## src/rtl/xfc_pkg.sv

```systemverilog
package xfc_pkg;
  typedef enum logic [3:0] {
    ST_HDR, ST_TAB, ST_SAMP, ST_WAIT, ST_KEY, ST_FETCH, ST_LOAD, ST_HI, ST_LO
  } xfc_state_e;

  localparam int KEY_LEN = 4;

  // completion key characters, in transmit order
  function automatic logic [7:0] key_char(input logic [1:0] idx);
    case (idx)
      2'd0:    return 8'h64;
      2'd1:    return 8'h6F;
      2'd2:    return 8'h6E;
      default: return 8'h65;
    endcase
  endfunction
endpackage

```

## src/rtl/xfc_hdr_regs.sv

```systemverilog
module xfc_hdr_regs #(
  parameter int HDR_BYTES = 8,
  parameter int CNT_W     = 16,
  localparam int IDX_W    = $clog2(HDR_BYTES)
) (
  input  logic             clk,
  input  logic             rst,
  input  logic             take,
  input  logic [IDX_W-1:0] idx,
  input  logic [7:0]       byte_in,
  output logic             inverse,
  output logic [CNT_W-1:0] blk_count
);
  always_ff @(posedge clk) begin
    if (rst) begin
      inverse   <= 1'b0;
      blk_count <= '0;
    end else if (take) begin
      if (idx == IDX_W'(0)) inverse <= byte_in[0];
      if (idx == IDX_W'(1)) blk_count[CNT_W-1 -: 8] <= byte_in;
      if (idx == IDX_W'(2)) blk_count[7:0] <= byte_in;
    end
  end
endmodule

```

## src/rtl/xfc_wr_port.sv

```systemverilog
module xfc_wr_port #(
  parameter int ADDR_W = 6
) (
  input  logic              clk,
  input  logic              rst,
  input  logic              take,
  input  logic              is_table,
  input  logic [ADDR_W-1:0] addr,
  input  logic [7:0]        data,
  output logic              wr_en,
  output logic              wr_table,
  output logic [ADDR_W-1:0] wr_addr,
  output logic [7:0]        wr_data
);
  always_ff @(posedge clk) begin
    if (rst) begin
      wr_en    <= 1'b0;
      wr_table <= 1'b0;
      wr_addr  <= '0;
      wr_data  <= '0;
    end else begin
      wr_en <= take;
      if (take) begin
        wr_table <= is_table;
        wr_addr  <= addr;
        wr_data  <= data;
      end
    end
  end
endmodule

```

## src/rtl/xfc_tx_stage.sv

```systemverilog
module xfc_tx_stage (
  input  logic       clk,
  input  logic       rst,
  input  logic       load,
  input  logic [7:0] load_byte,
  input  logic       clear,
  input  logic       tx_ready,
  output logic       tx_valid,
  output logic [7:0] tx_data,
  output logic       fire
);
  assign fire = tx_valid && tx_ready;

  always_ff @(posedge clk) begin
    if (rst) begin
      tx_valid <= 1'b0;
      tx_data  <= '0;
    end else if (load) begin
      tx_valid <= 1'b1;
      tx_data  <= load_byte;
    end else if (clear) begin
      tx_valid <= 1'b0;
    end
  end
endmodule

```

## src/rtl/xform_cmd_ctrl.sv

```systemverilog
module xform_cmd_ctrl
  import xfc_pkg::*;
#(
  parameter int SAMPLES   = 64,
  parameter int HDR_BYTES = 8,
  parameter int RES_W     = 16,
  localparam int ADDR_W   = $clog2(SAMPLES),
  localparam int HIDX_W   = $clog2(HDR_BYTES),
  localparam int CNT_W    = 16
) (
  input  logic              clk,
  input  logic              rst,
  input  logic              rx_valid,
  input  logic [7:0]        rx_data,
  output logic              rx_ready,
  output logic              tx_valid,
  output logic [7:0]        tx_data,
  input  logic              tx_ready,
  output logic              core_start,
  output logic              core_inverse,
  input  logic              core_done,
  output logic              wr_en,
  output logic              wr_table,
  output logic [ADDR_W-1:0] wr_addr,
  output logic [7:0]        wr_data,
  output logic [ADDR_W-1:0] res_addr,
  input  logic [RES_W-1:0]  res_data,
  output logic              busy
);
  localparam logic [ADDR_W-1:0] LAST_IDX = ADDR_W'(SAMPLES - 1);
  localparam logic [HIDX_W-1:0] LAST_HDR = HIDX_W'(HDR_BYTES - 1);
  localparam logic [1:0]        LAST_KEY = 2'(KEY_LEN - 1);

  xfc_state_e        state;
  logic [HIDX_W-1:0] hdr_idx;
  logic [ADDR_W-1:0] cnt;
  logic [1:0]        key_idx;
  logic [CNT_W-1:0]  blk_left;
  logic [CNT_W-1:0]  blk_count;
  logic [7:0]        lo_hold;
  logic              take, fire;
  logic              tx_load, tx_clear;
  logic [7:0]        tx_byte;

  assign rx_ready = (state == ST_HDR) || (state == ST_TAB) || (state == ST_SAMP);
  assign take     = rx_valid && rx_ready;

  xfc_hdr_regs #(.HDR_BYTES(HDR_BYTES), .CNT_W(CNT_W)) u_hdr (
    .clk(clk), .rst(rst), .take(take && state == ST_HDR), .idx(hdr_idx),
    .byte_in(rx_data), .inverse(core_inverse), .blk_count(blk_count)
  );

  xfc_wr_port #(.ADDR_W(ADDR_W)) u_wr (
    .clk(clk), .rst(rst), .take(take && state != ST_HDR),
    .is_table(state == ST_TAB), .addr(cnt), .data(rx_data),
    .wr_en(wr_en), .wr_table(wr_table), .wr_addr(wr_addr), .wr_data(wr_data)
  );

  // byte source selection for the transmit stage
  always_comb begin
    tx_load  = 1'b0;
    tx_clear = 1'b0;
    tx_byte  = 8'h00;
    case (state)
      ST_WAIT: if (core_done) begin
        tx_load = 1'b1;
        tx_byte = key_char(2'd0);
      end
      ST_KEY: if (fire) begin
        if (key_idx == LAST_KEY) tx_clear = 1'b1;
        else begin
          tx_load = 1'b1;
          tx_byte = key_char(key_idx + 2'd1);
        end
      end
      ST_LOAD: begin
        tx_load = 1'b1;
        tx_byte = res_data[15:8];
      end
      ST_HI: if (fire) begin
        tx_load = 1'b1;
        tx_byte = lo_hold;
      end
      ST_LO: if (fire) tx_clear = 1'b1;
      default: ;
    endcase
  end

  xfc_tx_stage u_tx (
    .clk(clk), .rst(rst), .load(tx_load), .load_byte(tx_byte), .clear(tx_clear),
    .tx_ready(tx_ready), .tx_valid(tx_valid), .tx_data(tx_data), .fire(fire)
  );

  always_ff @(posedge clk) begin
    if (rst) begin
      state      <= ST_HDR;
      hdr_idx    <= '0;
      cnt        <= '0;
      key_idx    <= '0;
      blk_left   <= '0;
      lo_hold    <= '0;
      busy       <= 1'b0;
      core_start <= 1'b0;
      res_addr   <= '0;
    end else begin
      core_start <= 1'b0;
      case (state)
        ST_HDR: if (take) begin
          if (hdr_idx == LAST_HDR) begin
            hdr_idx <= '0;
            state   <= ST_TAB;
          end else begin
            hdr_idx <= hdr_idx + HIDX_W'(1);
          end
        end
        ST_TAB: if (take) begin
          cnt <= cnt + ADDR_W'(1);
          if (cnt == LAST_IDX) begin
            if (blk_count == '0) begin
              state <= ST_HDR;
            end else begin
              busy     <= 1'b1;
              blk_left <= blk_count;
              state    <= ST_SAMP;
            end
          end
        end
        ST_SAMP: if (take) begin
          cnt <= cnt + ADDR_W'(1);
          if (cnt == LAST_IDX) begin
            core_start <= 1'b1;
            state      <= ST_WAIT;
          end
        end
        ST_WAIT: if (core_done) begin
          key_idx <= '0;
          state   <= ST_KEY;
        end
        ST_KEY: if (fire) begin
          if (key_idx == LAST_KEY) begin
            res_addr <= '0;
            state    <= ST_FETCH;
          end else begin
            key_idx <= key_idx + 2'd1;
          end
        end
        ST_FETCH: state <= ST_LOAD;
        ST_LOAD: begin
          lo_hold <= res_data[7:0];
          state   <= ST_HI;
        end
        ST_HI: if (fire) state <= ST_LO;
        ST_LO: if (fire) begin
          if (res_addr == LAST_IDX) begin
            res_addr <= '0;
            if (blk_left == CNT_W'(1)) begin
              busy  <= 1'b0;
              state <= ST_HDR;
            end else begin
              blk_left <= blk_left - CNT_W'(1);
              state    <= ST_SAMP;
            end
          end else begin
            res_addr <= res_addr + ADDR_W'(1);
            state    <= ST_FETCH;
          end
        end
        default: state <= ST_HDR;
      endcase
    end
  end
endmodule

```

## config.mk

```make
export PLATFORM = sky130hd
export DESIGN_NAME = xform_cmd_ctrl
export DESIGN_NICKNAME = d
export VERILOG_FILES = /design/src/rtl/xfc_pkg.sv /design/src/rtl/xfc_hdr_regs.sv /design/src/rtl/xfc_wr_port.sv /design/src/rtl/xfc_tx_stage.sv /design/src/rtl/xform_cmd_ctrl.sv
export SDC_FILE = /design/constraint.sdc
export NUM_CORES = 1
export LEC_CHECK = 0
export ABC_CLOCK_PERIOD_IN_PS = 1920
export CORE_MARGIN = 4
export CORE_UTILIZATION = 35
export DETAILED_ROUTE_END_ITERATION = 7
export PLACE_DENSITY_LB_ADDON = 0.25
export SETUP_SLACK_MARGIN = 0.5
export SYNTH_ARGS = -nofsm -noshare
export SYNTH_HDL_FRONTEND = slang
export SYNTH_HIERARCHICAL = 1
export SYNTH_SLANG_ARGS = --single-unit
export TNS_END_PERCENT = 1
```

## constraint.sdc

```tcl
create_clock -name clk -period 1.92 [get_ports clk]
set_input_delay 0.384 -clock clk [delete_from_list [all_inputs] [get_ports clk]]
set_output_delay 0.384 -clock clk [all_outputs]
set_load 0.01 [all_outputs]
```

### Word-level counts from Yosys, hierarchy flattened

Index checks and enable logic that the tools add are counted.

* memories kept: 0
* logic and storage cells: 141
* input port bits: 29
* memory bits (writable): 0
* output and inout port bits: 35
* ROM bits: 0
* flip-flop bits (word level): 89
* latch bits: 0

* shift-type cells: 0
* add/sub/neg operators: 5
* multiplexer cells: 56
* magnitude comparators: 0
* multiply operators: 0
* divide/modulo/power cells: 0
* eq/ne operators: 33
* reductions and logical operators: 27
* bitwise gates (word level): 2

Operators with widths (count)
* $mux 16: 6
* $mux 4: 12
* $pmux 4 s9: 1
* $pmux 16 s2: 1
* $pmux 8 s4: 1
* $ne 2x2->1 const B: 14
* $mux 6: 4
* $mux 7: 3
* $eq 16x1->1 const B: 1
* $eq 4x3->1 const B: 4
* $logic_not 16->1: 1
* $sub 16x1->16 const B: 1
* $mux 1: 15
* $reduce_and 7->1: 2
* $add 6x1->6 const B: 2
* $eq 6x6->1 const B: 2
* $pmux 4 s3: 1
* $pmux 6 s2: 1
* $reduce_and 11->1: 1
* $mux 2: 5
* $reduce_and 2->1: 5
* $eq 4x2->1 const B: 2
* $mux 8: 1
* $reduce_and 4->1: 2
* 24 further kinds: 35

### Logic depth before layout (Yosys ltp)

Gate-level depths: netlist of run 1.

* depth after elaboration: 6
* depth in mapped cells: 9
* mapped depth without buffers: 7

### Cells and area by module

Netlist of run 1, hierarchy kept.

By module, submodules not included
* xform_cmd_ctrl: area each 2837.7 um2, instances 1, cells an instance 360, sequential area each 940.9 um2
* xfc_hdr_regs: area each 747.0 um2, instances 1, cells an instance 68, sequential area each 340.3 um2
* xfc_wr_port: area each 569.3 um2, instances 1, cells an instance 50, sequential area each 320.3 um2
* xfc_tx_stage: area each 327.8 um2, instances 1, cells an instance 31, sequential area each 180.2 um2

### Least setup slack after synthesis of run 1

No wires, ideal clock.

* path type: register to register
* from: register blk_left[10]
* to: register blk_left[4]
* data arrival time: 1.973 ns
* setup time: 0.134 ns
* stages on the path, launching flop included: 7
* data required time: 1.786 ns
* clock period less this slack: 2.108 ns
* buffers on the path: 1
* path slack: -0.188 ns
* cell sequence: dfxtp_1 > or4_4 > or4b_4 > o211a_1 > nand2_4 > buf_6 > o31ai_1

* word-level cells in the longest chain between the ends: 3

RTL lines
* start: declaration: RTL line xform_cmd_ctrl.sv:38 `logic [CNT_W-1:0] blk_left;`
* start signal: assignment: RTL line xform_cmd_ctrl.sv:123 `blk_left <= blk_count;`
* start signal: assignment: RTL line xform_cmd_ctrl.sv:160 `blk_left <= blk_left - CNT_W'(1);`
* $eq 16x1->1: RTL line xform_cmd_ctrl.sv:156 `if (blk_left == CNT_W'(1)) begin`
* $ne 2x2->1 (no source line)
* $reduce_and 7->1 (no source line)

No other way between the ends.
A chain may end at the register's enable or synchronous reset.

### Final worst setup path of run 1

* from: register blk_left[13]
* to: register blk_left[0]

Same word-level chain as after synthesis.

==> results of run 1 <==
-- area by class of cell --
cell class	count	area [sq um]
Clock buffer	9	225
Sequential cell	89	1810
Fill cell	1173	6110
Inverter	9	33.8
Timing Repair Buffer	141	1250
Clock inverter	6	91.3
Multi-Input combinational cell	377	2830
Tap cell	172	215
-- cells in the final DEF, fill, tap and decap left out, types with 8 or more instances in the layout --
master and n:
a21oi_1 36, a22oi_1 8, buf_4 62, buf_6 11
clkbuf_16 9, clkdlybuf4s50_1 25, dfxtp_1 78, dlygate4sd2_1 30
inv_1 8, mux2i_1 43, nand2_1 30, nand2b_1 28
nor2_1 59, nor3_1 11, o311ai_1 12, o31ai_1 12
-- worst max-delay path by stage --
| stage | to | slack, ns | depth (start not counted) |
|---|---|---|---|
| finish | blk_left[0] | -0.21 | 6 |
| global route | blk_left[0] | -0.25 | 6 |
| CTS | blk_left[0] | -0.26 | 6 |
| detailed placement | u_wr/wr_data[4] | -0.40 | 6 |
| global placement | cnt[2] | -0.37 | 7 |
| floorplan | blk_left[4] | -0.19 | 6 |
-- cells by family after synthesis --
group | after synthesis | share of synthesized area
simple gates | 205 | 0.243
fa+ha+maj | 7 | 0.0195
buf+inv | 43 | 0.0516
flops | 89 | 0.398
compound gates | 114 | 0.176
xor+xnor | 6 | 0.0117
mux | 45 | 0.101
-- state kept, by name, summed over array words and instances (netlist names), 2 cells and up --
signal           count
res_addr             6
u_wr/wr_addr         6
u_tx/tx_data         8
lo_hold              8
cnt                  6
u_wr/wr_data         8
hdr_idx              3
blk_left            16
state                4
key_idx              2
u_hdr/blk_count     16
-- report_power, final --
| part | internal [mW] | total, mW | switching, mW |
|---|---|---|---|
| Sequential | 1.98 | 2.12 | 0.140 |
| Combinational | 1.09 | 2.16 | 1.07 |
| Clock | 1.14 | 1.90 | 0.753 |
| Total | 4.21 | 6.17 | 1.96 |
-- worst reg2reg max path: cells and delay by family (launching register included) --
family / cells / cell delay (ns)
flops: 1 / 0.32
buf+inv: 1 / 0.14
simple gates: 2 / 1.09
compound gates: 3 / 0.53
-- stage by stage --
step,instance area [sq um],std cells,setup WS [ns]
6_report,6450,803,-0.211
5_1_grt,6450,803,-0.250
4_1_cts,6290,803,-0.257
3_5_place_dp,5780,788,-0.396
3_3_place_gp,5780,788,-0.370
2_1_floorplan,4480,509,-0.188
-- what timing repair did --
item / CTS / global route
resized for setup: 111 / 48
setup endpoints to repair: 123 / 93
pin swaps: 25 / 24
-- per-layer routing --
metal / routed length (um) / share of wire / vias up
met5: 0 / 0 / -
met1: 5950 / 0.48 / 2002
met4: 121 / 0.0098 / 0
met2: 5660 / 0.46 / 109
li1: - / - / 2092
met3: 579 / 0.047 / 10
==> run metrics, run 1 <==
CP top delay family=simple AND/OR/NAND/NOR gates; critical path startpoint category=flop; CTS tree=done; worst-case reg-to-reg path depth=6; worst path bufs/invs=1; Hold Path Origin=lo_hold[6]; routability cong.=0.860; Tot GR Track Use=0.166; GRT busiest layer=met2; Post-synth EDFFs=0; DRT iter0 DRCs=259; met3 usage=0.0350; Die W=121 um; worst path cell trace=or4_4 > or4b_4 > o211a_4 > buf_4 > a31oi_1 > o21a_1; post-detail-place hpwl=8470 um; row count=41; top_reg_cell synth=dfxtp_1; cell leakage power=2.60 nW; Post-synth ARST share=0; worst slew pin tran=0.613 ns; initial core utilization=0.357; RSZ-0062 raised after global routing=yes; flop-to-flop setup slack=-0.21 ns; Post-DRT Antenna Nets=0; grt total ovfl=0; first-pass GRT wire length=20000 um; Die ar.=14700 sq um; Overall Power=6.17 mW; Cell variety after synth=65; syn avg cell area=8.81 sq um; M2 GR Usage=0.251; I/O pin cnt=64; status=finished, violations left; total number of vias=4213; wire per inst=15.3 um; Sink Count=89; layout cell share with drive strength beyond 1=0.282; nets@finish=663; most numerous cell in the Yosys netlist=dfxtp_1; Synth Register Bits=89; slowest stage delay, CP=0.55 ns; drt drc=0; hold buffer count at CTS=0; Gate Count Post-Synth=509; CTS root buf=clkbuf_16; Fin Setup TNS=-3.32 ns; Crit Path Class=flop to flop; Core Area=12600 sq um; Hold Vio Cnt, Final=0; Ant. Diodes=0; fin worst setup slack=-0.211 ns; Critical Path Start=blk_left[13]; Commonest cells post-synth=dfxtp_1, nor2_1, mux2i_1, a21oi_1, nand2_1; Synth Warn #=6; Area growth, synth to finish=44.0%; post-synth net total=545; Hold WS=0.460 ns; CP max stage cell=or4b_4; Yosys top cell area share=0.398; pwr/cell area=956 nW/um^2; total clock buffers created by CTS=9; Hold EP=lo_hold[6]; Die Ht=121 um; failing checks=negative setup slack; worst r2r dst=blk_left[0]; Finish-stage setup viols=18; Layout Skew=0.00720 ns; worst reg2reg startpoint=blk_left[13]; H-Tree Level Count=3; Core Util, Final=0.514; Hold Path Depth=2; post-layout min period=2.13 ns; CP required=2.21 ns; via/cell ratio=5.25; VDD IR max=0.621 mV; setup repair bufs after CTS=0; Clock Path Buffers=2; Worst-path clk slew=0.07 ns; latest clock arrival within the worst-skew pair=0.34 ns; Syn Std Cell Area=4480 sq um; Worst Hold Class=flop to flop; Max Cap Violations=0; Routed WL=12300 um; crit-path max FO=3; critical path arrival=2.42 ns; post-synthesis sequential area ratio=0.398; Final Max Tran Viols=0; Final Cycle Share=1.11; Slew HR=0.591; largest net degree at the start of global routing=98; First-pass DRT Iterations=5; f_max=469 MHz; port buffer count=63; vias in the first global route=4072; Area contributors post-synth=dfxtp_1, mux2i_1, nor2_1; endpoint class of the critical path=flop; top cell type by total area after synthesis=dfxtp_1; antenna violations before repair=0; met1 Track Usage GR=0.238
Note: power is estimated with default switching activity, not from simulation.
==> inputs of run 2 (changes only) <==
--- a/config.mk
+++ b/config.mk
@@ -13,6 +13,5 @@
 export SETUP_SLACK_MARGIN = 0.5
 export SYNTH_ARGS = -nofsm -noshare
 export SYNTH_HDL_FRONTEND = slang
-export SYNTH_HIERARCHICAL = 1
 export SYNTH_SLANG_ARGS = --single-unit
 export TNS_END_PERCENT = 1
==> run 2 against run 1 <==
Compared with the run above: the run still ends with negative setup slack left; flip-flop and latch count did not move; synthesized area fell by 4.2%; count of clock-buffer cells in the layout rose by 4; critical path type unchanged; highest routed layer unchanged.
==> run metrics, run 2 <==
crit-path max FO=4 (+1); Synth Warn #=0 (-6); port buffer count=63 (unchanged); Top Registers=blk_left (16), u_hdr.blk_count (16); latest clock arrival within the worst-skew pair=0.34 ns (about the same); logic gate share of total power=0.172 (-0.177); FILL cells=1102 (-6.1%); Area contributors post-synth=dfxtp_1, a21oi_1, nand2_1; most common cell after layout, fill and taps aside=dfxtp_1; pwr/cell area=702 nW/um^2 (-27%); Worst Hold Class=flop to flop; CTS tree=done; Crit Path Class=flop to flop; Layout Skew=0.00538 ns (-0.00182 ns); Finish-stage setup viols=16 (-2); sw frac=0.261 (-0.0561); total number of vias=4365 (+3.6%); Seq. cell area=1800 sq um (-0.55%); Final Max Tran Viols=0 (unchanged); worst-case reg-to-reg path depth=7 (+1); hold buffer count at CTS=0 (unchanged); most numerous cell in the Yosys netlist=dfxtp_1; routability cong.=0.844 (-1.8%); Yosys top cell area share=0.415 (+0.0173); Die W=119 um (-2.0%); Hold Vio Cnt, Final=0 (unchanged); row count=40 (-2.4%); antenna violations before repair=0 (unchanged); Post-synth EDFFs=0 (unchanged); Area growth, synth to finish=45.4%; VDD IR max=0.536 mV (-14%); Synth Area in XOR/XNOR=0.0143 (+0.00255); clock power share=0.382 (+0.075); most frequent cells in the layout=dfxtp_1, nand2_1, a21oi_1; syn avg cell area=8.09 sq um (-8.1%); Die ar.=14100 sq um (-3.9%); Synth Register Bits=89 (unchanged); failing checks=negative setup slack; worst reg2reg startpoint=blk_left[1]; post-detail-place hpwl=8610 um (+1.7%); worst slew pin tran=0.560 ns (-0.0528 ns); largest family of logic cells by synthesized area=simple AND/OR/NAND/NOR gates; Die Ht=119 um (-2.0%); total clock buffers created by CTS=9 (unchanged); largest net degree at the start of global routing=90 (-8.2%); Sink Count=89 (unchanged); layout cell share with drive strength beyond 1=0.243 (-0.0386); DRT iter0 DRCs=250 (-3.5%); I/O pin cnt=64 (unchanged); vias in the first global route=4261 (+4.6%); CP required=2.15 ns (-0.06 ns); RSZ-0062 raised after global routing=yes; cell leakage power=2.37 nW (-8.9%); Routed WL=12400 um (+0.73%); H-Tree Level Count=3 (unchanged); Fin Setup TNS=-0.724 ns (+2.60 ns); fin worst setup slack=-0.0876 ns (+0.124 ns); top_reg_cell synth=dfxtp_1; CTS root buf=clkbuf_16; post-synthesis simple-gate area fraction=0.260 (+0.0161); sw power=1.15 mW (-41%); drt drc=0 (unchanged); critical path startpoint category=flop; area of the multi-input gates=2620 sq um (-7.4%); Hold EP=lo_hold[4]; internal power=3.24 mW (-23%); initial core utilization=0.358 (+0.00101); Post-synth ARST share=0 (unchanged); Hold Path Origin=lo_hold[4]; Commonest cells post-synth=dfxtp_1, nand2_1, a21oi_1, nor2_1, nand3_1; Max Cap Violations=0 (unchanged); Synth Area in Adders=0.0291 (+0.00959); flop-to-flop setup slack=-0.09 ns (+0.12 ns); nets@finish=684 (+3.2%); status=finished, violations left; sequential power share=0.446 (+0.102); post-synthesis sequential area ratio=0.415 (+0.0173); wire per inst=15.6 um (+1.6%); Slew HR=0.626 (+0.0352); Post-DRT Antenna Nets=0 (unchanged); multiplexer share of the synthesized area=0.00961 (-0.0909); Ant. Diodes=0 (unchanged); post-layout min period=2.01 ns (-0.124 ns); Worst-path clk slew=0.06 ns (about the same); via/cell ratio=5.48 (+4.5%); Overall Power=4.39 mW (-29%); Clock Path Buffers=2 (unchanged); Hold WS=0.455 ns (-0.00505 ns); worst r2r dst=blk_left[1]; critical path arrival=2.23 ns (-0.19 ns); Final Cycle Share=1.05 (-0.0644); top cell type by total area after synthesis=dfxtp_1; Gate Count Post-Synth=531 (+4.3%); endpoint class of the critical path=flop; Hold Path Depth=2 (unchanged); Core Area=12000 sq um (-4.4%); Tot GR Track Use=0.172 (+0.00664); grt total ovfl=0 (unchanged); First-pass DRT Iterations=5 (unchanged); Cell variety after synth=57 (-12%); f_max=498 MHz (+6.2%); first-pass GRT wire length=20300 um (+1.6%); post-synthesis compound-gate area fraction=0.227 (+0.0510); Syn Std Cell Area=4300 sq um (-4.2%); post-synth net total=570 (+4.6%)
[run 2: worst max-delay path: stages, from the launching register on]
cell,delay (ns)
dfxtp_2,0.32
inv_2,0.08
ha_4,0.13
or4b_4,0.47
nor4_4,0.24
a2bb2oi_4,0.19
nand2b_4,0.18
mux2_4,0.29
[run 2: kinds of logic (layout without fill, tap and decap cells)]
kind of cell	after synthesis	in the layout
XOR/XNOR	7	7
buffers and inverters	48	166
adder cells (fa/ha/maj)	10	10
flip-flops	89	89
multiplexers	4	4
AND/OR/NAND/NOR	224	224
AO/OA/AOI/OAI	149	149
[run 2: power by group through the flow]
stage / combinational, mW / clock [mW] / sequential, mW
2_1_floorplan: 0.339 / 0 / 2.00
3_3_place_gp: 0.657 / 0 / 1.99
3_5_place_dp: 0.663 / 0 / 2.00
4_1_cts: 0.680 / 1.71 / 1.96
5_1_grt: 0.821 / 1.79 / 1.96
6_report: 0.755 / 1.68 / 1.96
[run 2: per-stage QoR]
step / worst slack [ns] / utilization / cells / cell area, sq um
after detailed placement: -0.448 / 0.463 / 779 / 5560
final: -0.0876 / 0.520 / 796 / 6250
after global routing: -0.160 / 0.520 / 796 / 6250
after floorplan: -0.203 / - / 531 / 4320
after CTS: -0.0788 / 0.495 / 796 / 5950
after global placement: -0.333 / 0.463 / 779 / 5560
[run 2: final cells by class]
type                            instances  area share
Clock buffer                           13      0.0433
Clock inverter                          2     0.00200
Inverter                               10     0.00601
Multi-Input combinational cell        394       0.420
Sequential cell                        89       0.287
Tap cell                              147      0.0294
Timing Repair Buffer                  141       0.212
[run 2: repair_timing]
action,CTS,global route
buffers inserted,2,0
setup endpoints to repair,111,122
pin swaps,11,36
resized for setup,31,81
[run 2: per-layer routing]
metal  wire [um]  vias to the layer above  GRT usage
li1            -                     2184          -
met1        5700                     2068      0.230
met2        6010                       99      0.279
met3         521                       14     0.0330
met4         170                        0     0.0594
met5           0                        -          0
[run 2: worst max-delay path by stage]
stage,start,end,depth (start not counted)
CTS,blk_left[1],blk_left[1],7
global placement,rx_valid,blk_left[4],7
global route,blk_left[1],blk_left[15],6
floorplan,blk_left[1],blk_left[1],8
finish,blk_left[1],blk_left[1],7
detailed placement,rx_valid,blk_left[5],7
